[config.mk]
export PLATFORM = sky130hd
export DESIGN_NAME = bus_width_adapter
export DESIGN_NICKNAME = d
export VERILOG_FILES = /design/src/rtl/bwa_pkg.sv /design/src/rtl/bwa_mode_reg.sv /design/src/rtl/bwa_packer.sv /design/src/rtl/bwa_unpacker.sv /design/src/rtl/bus_width_adapter.sv
export SDC_FILE = /design/constraint.sdc
export NUM_CORES = 1
export LEC_CHECK = 0
export BUFFER_PORTS_ARGS = -buffer_cell sky130_fd_sc_hd__buf_2
export CELL_PAD_IN_SITES_DETAIL_PLACEMENT = 1
export CELL_PAD_IN_SITES_GLOBAL_PLACEMENT = 1
export CORE_UTILIZATION = 37
export CTS_CLUSTER_SIZE = 14
export DETAILED_ROUTE_END_ITERATION = 7
export GPL_TIMING_DRIVEN = 1
export PLACE_DENSITY = 0.82
export SLEW_MARGIN = 10
export SYNTH_ARGS = -nofsm -noshare
export SYNTH_HDL_FRONTEND = slang
export SYNTH_SLANG_ARGS = --single-unit
[constraint.sdc]
create_clock -name clk -period 3.66 [get_ports clk]
set_input_delay 0.366 -clock clk [delete_from_list [all_inputs] [get_ports clk]]
set_output_delay 0.366 -clock clk [all_outputs]
set_load 0.02 [all_outputs]
[src/rtl/bwa_pkg.sv]
package bwa_pkg;

    typedef enum logic [2:0] {
        MODE_40_40,
        MODE_40_20,
        MODE_40_10,
        MODE_20_40,
        MODE_10_40
    } bw_mode_e;

    // Three configuration bits to ratio; unknown codes fall back to 40/40.
    function automatic bw_mode_e decode_mode(input logic bm, input logic iw, input logic ow);
        case ({bm, iw, ow})
            3'b100:  return MODE_40_20;
            3'b101:  return MODE_40_10;
            3'b110:  return MODE_20_40;
            3'b111:  return MODE_10_40;
            default: return MODE_40_40;
        endcase
    endfunction

    // log2 of the number of slices on the write side.
    function automatic logic [1:0] wr_shift(input bw_mode_e m);
        case (m)
            MODE_20_40: return 2'd1;
            MODE_10_40: return 2'd2;
            default:    return 2'd0;
        endcase
    endfunction

    // log2 of the number of slices on the read side.
    function automatic logic [1:0] rd_shift(input bw_mode_e m);
        case (m)
            MODE_40_20: return 2'd1;
            MODE_40_10: return 2'd2;
            default:    return 2'd0;
        endcase
    endfunction

    function automatic logic [1:0] last_slice(input logic [1:0] sh);
        case (sh)
            2'd0:    return 2'd0;
            2'd1:    return 2'd1;
            default: return 2'd3;
        endcase
    endfunction

endpackage

[src/rtl/bwa_mode_reg.sv]
module bwa_mode_reg
    import bwa_pkg::*;
(
    input  logic     clk,
    input  logic     rst_n,
    input  logic     cfg_bm,
    input  logic     cfg_iw,
    input  logic     cfg_ow,
    output bw_mode_e mode
);
    bw_mode_e mode_d, mode_q;

    always_comb begin
        mode_d = mode_q;
        if (!rst_n) begin
            mode_d = decode_mode(cfg_bm, cfg_iw, cfg_ow);
        end
    end

    always_ff @(posedge clk) begin
        mode_q <= mode_d;
    end

    assign mode = mode_q;

    // the captured ratio never moves outside master reset.
    p_mode_frozen_r1: assert property (@(posedge clk) disable iff (!rst_n)
        $past(rst_n) |-> $stable(mode_q));

endmodule

[src/rtl/bwa_packer.sv]
module bwa_packer
    import bwa_pkg::*;
#(
    parameter int WORD_W = 40
) (
    input  logic              clk,
    input  logic              rst_n,
    input  logic              part_rst_n,
    input  logic [1:0]        shift,
    input  logic              in_valid,
    output logic              in_ready,
    input  logic [WORD_W-1:0] in_data,
    output logic              pk_valid,
    input  logic              pk_ready,
    output logic [WORD_W-1:0] pk_data
);
    typedef struct packed {
        logic [WORD_W-1:0] acc;
        logic [1:0]        cnt;
        logic              hold;
    } pk_state_t;

    pk_state_t   st_d, st_q;
    int unsigned slice_w;
    logic [1:0]  last;
    logic [WORD_W-1:0] mask, slice;
    logic        take, drain, ready_c;

    always_comb begin
        slice_w = WORD_W >> shift;
        last    = last_slice(shift);
        mask    = {WORD_W{1'b1}} >> (WORD_W - slice_w);
        slice   = (in_data & mask) << (int'(st_q.cnt) * slice_w);
        drain   = st_q.hold && pk_ready;
        ready_c = !st_q.hold || pk_ready;
        take    = in_valid && ready_c;

        st_d = st_q;
        if (drain) begin
            st_d.hold = 1'b0;
        end
        if (take) begin
            st_d.acc = (st_q.cnt == 2'd0) ? slice : (st_q.acc | slice);
            if (st_q.cnt == last) begin
                st_d.cnt  = 2'd0;
                st_d.hold = 1'b1;
            end else begin
                st_d.cnt = 2'(st_q.cnt + 2'd1);
            end
        end
    end

    always_ff @(posedge clk) begin
        if (!rst_n || !part_rst_n) begin
            st_q <= '0;
        end else begin
            st_q <= st_d;
        end
    end

    assign in_ready = ready_c;
    assign pk_valid = st_q.hold;
    assign pk_data  = st_q.acc;

    // a packed word waits, unchanged, for the core.
    p_pk_hold_r10: assert property (@(posedge clk) disable iff (!rst_n || !part_rst_n)
        pk_valid && !pk_ready |=> pk_valid && $stable(pk_data));

    // the final slice of a word raises pk_valid on the next clock.
    p_pk_due_r11: assert property (@(posedge clk) disable iff (!rst_n || !part_rst_n)
        in_valid && in_ready && (st_q.cnt == last) |=> pk_valid);

endmodule

[src/rtl/bwa_unpacker.sv]
module bwa_unpacker
    import bwa_pkg::*;
#(
    parameter int WORD_W = 40
) (
    input  logic              clk,
    input  logic              rst_n,
    input  logic              part_rst_n,
    input  logic [1:0]        shift,
    input  logic              up_valid,
    output logic              up_ready,
    input  logic [WORD_W-1:0] up_data,
    output logic              out_valid,
    input  logic              out_ready,
    output logic [WORD_W-1:0] out_data
);
    typedef struct packed {
        logic [WORD_W-1:0] word;
        logic [1:0]        cnt;
        logic              have;
    } up_state_t;

    up_state_t   st_d, st_q;
    int unsigned slice_w;
    logic [1:0]  last;
    logic [WORD_W-1:0] mask;
    logic        give, done, ready_c, load;

    always_comb begin
        slice_w = WORD_W >> shift;
        last    = last_slice(shift);
        mask    = {WORD_W{1'b1}} >> (WORD_W - slice_w);
        give    = st_q.have && out_ready;
        done    = give && (st_q.cnt == last);
        ready_c = !st_q.have || done;
        load    = up_valid && ready_c;

        st_d = st_q;
        if (give) begin
            if (st_q.cnt == last) begin
                st_d.have = 1'b0;
                st_d.cnt  = 2'd0;
            end else begin
                st_d.cnt = 2'(st_q.cnt + 2'd1);
            end
        end
        if (load) begin
            st_d.word = up_data;
            st_d.have = 1'b1;
            st_d.cnt  = 2'd0;
        end
    end

    always_ff @(posedge clk) begin
        if (!rst_n || !part_rst_n) begin
            st_q <= '0;
        end else begin
            st_q <= st_d;
        end
    end

    assign up_ready  = ready_c;
    assign out_valid = st_q.have;
    assign out_data  = (st_q.word >> (int'(st_q.cnt) * slice_w)) & mask;

    // an offered slice stays put until taken.
    p_out_hold_r10: assert property (@(posedge clk) disable iff (!rst_n || !part_rst_n)
        out_valid && !out_ready |=> out_valid && $stable(out_data));

    // taking a slice that is not the last keeps a slice on offer next clock.
    p_slice_next_r11: assert property (@(posedge clk) disable iff (!rst_n || !part_rst_n)
        out_valid && out_ready && (st_q.cnt != last) |=> out_valid);

endmodule

[src/rtl/bus_width_adapter.sv]
module bus_width_adapter
    import bwa_pkg::*;
#(
    parameter int WORD_W = 40
) (
    input  logic              clk,
    input  logic              rst_n,
    input  logic              part_rst_n,
    input  logic              cfg_bm,
    input  logic              cfg_iw,
    input  logic              cfg_ow,
    input  logic              in_valid,
    output logic              in_ready,
    input  logic [WORD_W-1:0] in_data,
    output logic              pk_valid,
    input  logic              pk_ready,
    output logic [WORD_W-1:0] pk_data,
    input  logic              up_valid,
    output logic              up_ready,
    input  logic [WORD_W-1:0] up_data,
    output logic              out_valid,
    input  logic              out_ready,
    output logic [WORD_W-1:0] out_data
);
    bw_mode_e   mode;
    logic [1:0] wsh, rsh;

    assign wsh = wr_shift(mode);
    assign rsh = rd_shift(mode);

    bwa_mode_reg u_mode (
        .clk    (clk),
        .rst_n  (rst_n),
        .cfg_bm (cfg_bm),
        .cfg_iw (cfg_iw),
        .cfg_ow (cfg_ow),
        .mode   (mode)
    );

    bwa_packer #(.WORD_W(WORD_W)) u_pack (
        .clk        (clk),
        .rst_n      (rst_n),
        .part_rst_n (part_rst_n),
        .shift      (wsh),
        .in_valid   (in_valid),
        .in_ready   (in_ready),
        .in_data    (in_data),
        .pk_valid   (pk_valid),
        .pk_ready   (pk_ready),
        .pk_data    (pk_data)
    );

    bwa_unpacker #(.WORD_W(WORD_W)) u_unpack (
        .clk        (clk),
        .rst_n      (rst_n),
        .part_rst_n (part_rst_n),
        .shift      (rsh),
        .up_valid   (up_valid),
        .up_ready   (up_ready),
        .up_data    (up_data),
        .out_valid  (out_valid),
        .out_ready  (out_ready),
        .out_data   (out_data)
    );

    // a mode never converts on both sides at once.
    p_one_side_r2: assert property (@(posedge clk) disable iff (!rst_n)
        (wsh == 2'd0) || (rsh == 2'd0));

    // master reset leaves both output handshakes idle.
    p_idle_after_reset_r9: assert property (@(posedge clk)
        !rst_n |=> !pk_valid && !out_valid);

endmodule

==> out/qor.csv <==
stage,metric,value,unit
die,DIE AREA,21870,sq um
global_route,number of global-route vias before repair,9185,
timing,Slew @ Worst Pin,803.7,ps
layout,share of layout cells above drive strength 1,38.63,%
logic_synthesis,Synth Instances,1000,
global_route,met3 Usage GRT,4.722,%
timing,setup TNS,-4961,ps
pwr,Pint,1.849,mW
cts,clock sink count,89,
place,PortBufs,173,
logic_synthesis,number of synthesized flops with an enable pin,3,
worst_setup_path,RR Startpoint,u_mode.mode[0]$_DFFE_PN_,
logic_synthesis,Post-synth top cells,"122 x mux2i_1, 121 x nor2_1, 111 x nand2_1",
place,worst slack at placement,-118.8,ps
logic_synthesis,synth unique cells,76,
cts,Max Root-Sink Buffers,2,
global_route,global route hottest layer,met2,
die,Ports,174,
die,Initial Utilization,37.57,%
logic_synthesis,#FFs+latches synth,89,
cts,Root Buffer,clkbuf_16,
cts,# hold bufs at CTS,0,
cts,clock-pin slew on the worst setup and hold paths,70,ps
route,initial DRC count,779,
timing,Slew Limit Headroom,46.27,%
worst_setup_path,Critical Path AT,3620,ps
logic_synthesis,"Top FF cell, synth",dfxtp_1,
layout,Nets,1283,
route,WL/cell,25.70,um
logic_synthesis,"top cells by area, synth","dfxtp_1 22%, mux2i_1 16%, nor2_1 5.8%",
route,vias,9317,
pwr,Sw Pwr,1.053,mW
worst_setup_path,Worst setup SP type,flop,
die,die width,147.9,um
global_route,largest net degree at the start of global routing,54,
min_path,Hold Crit Start,up_data[29],
worst_setup_path,worst endpoint required time,3290,ps
die,Rows,53,
cts,Worst-Skew Late Latency,360,ps
timing,endpoints failing setup,43,
min_path,Hold WC Path Type,in2reg,
global_route,M1 GR Usage,36.46,%
timing,"Slew Viols, Final",0,
cts,Max H-tree Level,3,
logic_synthesis,Mapped Area,7874,sq um
logic_synthesis,Post-synth ARST share,0,%
die,Die Ht,147.9,um
route,Routed Antenna Nets,0,
timing,PnR worst setup slack,-327.5,ps
layout,"Design Area, Final",10460,sq um
pwr,Leakage,4.438,nW
timing,minimum clock period,3988,ps
global_route,global-route wire length before repair,51060,um
die,CORE AREA,20960,sq um
timing,"Hold Vio Cnt, Final",0,
job,max-cap violations,0,
global_route,initial antenna violation count,2,
route,Routed WL,37520,um
pwr,clock group share of total power,31.2,%
outcome,status,"complete, but fails checks",
logic_synthesis,sequential share of the synthesized area,23.01,%
outcome,failing checks,setup timing,
logic_synthesis,"Avg Cell Area, Syn",7.874,sq um
min_path,Hold Crit Depth,3,
timing,Tcrit/Tclk final,108.9,%
global_route,total congestion overflow,0,
route,DR vias/cell,6.382,
cts,number of buffers created by CTS,9,
place,routability-driven placement congestion ratio,0.9598,
cts,CTS tree,yes,
pwr,PD cells,277.3,nW/um^2
logic_synthesis,top-area cell type share of the netlist area,21.87,%
timing,clk_skew,8.642,ps
worst_setup_path,worst setup path start,u_mode.mode[1]$_DFFE_PN_,
global_route,total track usage,29.81,%
timing,RSZ-0062 raised after global routing,yes,
logic_synthesis,synth warn,0,
global_route,met2 usage,48.77,%
logic_synthesis,top cell type by total area after synthesis,dfxtp_1,
pwr,Max VDD drop,0.2169,mV
place,Post-DP Area,9020,sq um
place,DP HPWL,22940,um
logic_synthesis,top-count cell post-synth,mux2i_1,
route,Remaining DRCs,0,
route,DR pass1 iterations,8,
worst_setup_path,kind of critical path,reg2out,
layout,area grow syn2layout,32.88,%
worst_setup_path,"critical path fanouts, max",7,
pwr,combinational cell fraction of total power,32.1,%
timing,Max Clock Freq,250.8,MHz
layout,FILL cells,2531,
worst_setup_path,CP Capture Type,output port,
worst_setup_path,r2r worst-path depth,13,
pwr,sw frac,36.28,%
pwr,Reg power frac,36.7,%
-- worst max-delay path: stages (launching register included) --
cell and delay (ps):
edfxtp_1 530, nor3b_4 260, and2_4 200, fa_2 460, buf_12 170, buf_8 140
mux2i_1 340, o2bb2ai_1 190, o21ai_1 400, nor2_1 80, o21ai_0 210, a21oi_1 110
buf_2 170
-- cells in the final DEF (no fill, tap or decap), types with 5 or more instances in the layout --
master     count
nor3_1        28
and2_1        10
o211ai_1      11
nor2_1       116
mux4_2        15
inv_1          7
ha_1           7
a22oi_1        9
a21oi_1       41
nand4_1        8
a21oi_2       13
nand2_2        9
nand3_1       20
buf_12         6
buf_2        150
nand2b_1      13
a211oi_1      11
mux2_2        20
mux2i_1       95
a32oi_1       14
and3_1         5
clkbuf_16     12
a22o_1         9
or3_1          7
a211oi_2       5
o31ai_1        7
a21o_1         6
o21ai_1       15
buf_4        116
mux2i_4        6
buf_6          6
nand2_1      100
o21ai_0       30
mux2i_2       22
dfxtp_1       86
nor2b_1        9
-- power by group through the flow --
stage,Sequential [mW],Clock [mW],Combinational [mW]
final,1.06,0.906,0.932
after global routing,1.07,0.949,0.984
after CTS,1.06,0.897,0.840
after detailed placement,1.08,0,0.798
after global placement,1.08,0,0.785
after floorplan,1.06,0,0.540
-- cell families after synthesis --
group / count (synthesis) / share of synthesized area [%]
DFF: 89 / 23.01
other: 1 / 0.04763
AOI/OAI and AO/OA: 237 / 20.64
adders and majority gates: 14 / 2.415
muxes: 159 / 22.98
xor gates and xnor gates: 8 / 0.9853
buffers and inverters: 124 / 8.200
and+or+nand+nor: 368 / 21.72
-- per-layer routing --
metal	up-vias	wire length, um
met5	-	0
met4	0	2494
met3	186	3092
met2	607	17610
met1	4528	14320
li1	3996	-
-- worst paths after layout --
check | slack, ps | end
worst max-delay path | -330 | out_data[19]
worst min-delay path | 240 | u_unpack.st_q[32]$_SDFFE_PP0P_
worst min register to register | 460 | u_pack.pk_data[11]$_SDFFE_PP0P_
worst max register to register | -30 | u_pack.pk_data[7]$_SDFFE_PP0P_
-- state kept, by name, summed over array words and instances (netlist names) --
| signal | cells |
|---|---|
| u_pack.pk_data | 40 |
| u_unpack.out_valid | 1 |
| u_unpack.st_q | 42 |
| u_pack.st_q | 2 |
| u_pack.pk_valid | 1 |
| u_mode.mode | 3 |
-- layout make-up --
cell class | instances | area (sq um) | area share (%)
multi-input combinational | 788 | 6093 | 58.24
timing repair buffer | 282 | 1899 | 18.15
sequential | 89 | 1812 | 17.32
tap | 275 | 344.1 | 3.289
clock buffer | 9 | 225.2 | 2.153
clock inverter | 6 | 46.29 | 0.4425
inverter | 9 | 37.54 | 0.3588
antenna | 2 | 5.005 | 0.04784
-- through the flow --
stage	hold WS [ps]	utilization (%)	power (mW)	std cells
6_report	244.0	49.93	2.902	1460
4_1_cts	241.7	47.07	2.791	1443
3_3_place_gp	435.8	43.04	1.861	1392
3_5_place_dp	444.0	43.04	1.876	1392
5_1_grt	262.9	49.93	2.999	1460
2_1_floorplan	421.1	-	1.598	1001
-- timing repair --
action / 4_1_cts / 5_1_grt
buffers inserted: 34 / 15
cloned: 2 / 2
pin swaps: 25 / 31
endpoints found under the setup margin: 41 / 61
gates resized for setup: 64 / 114
Power figures use the tool's default switching activity.
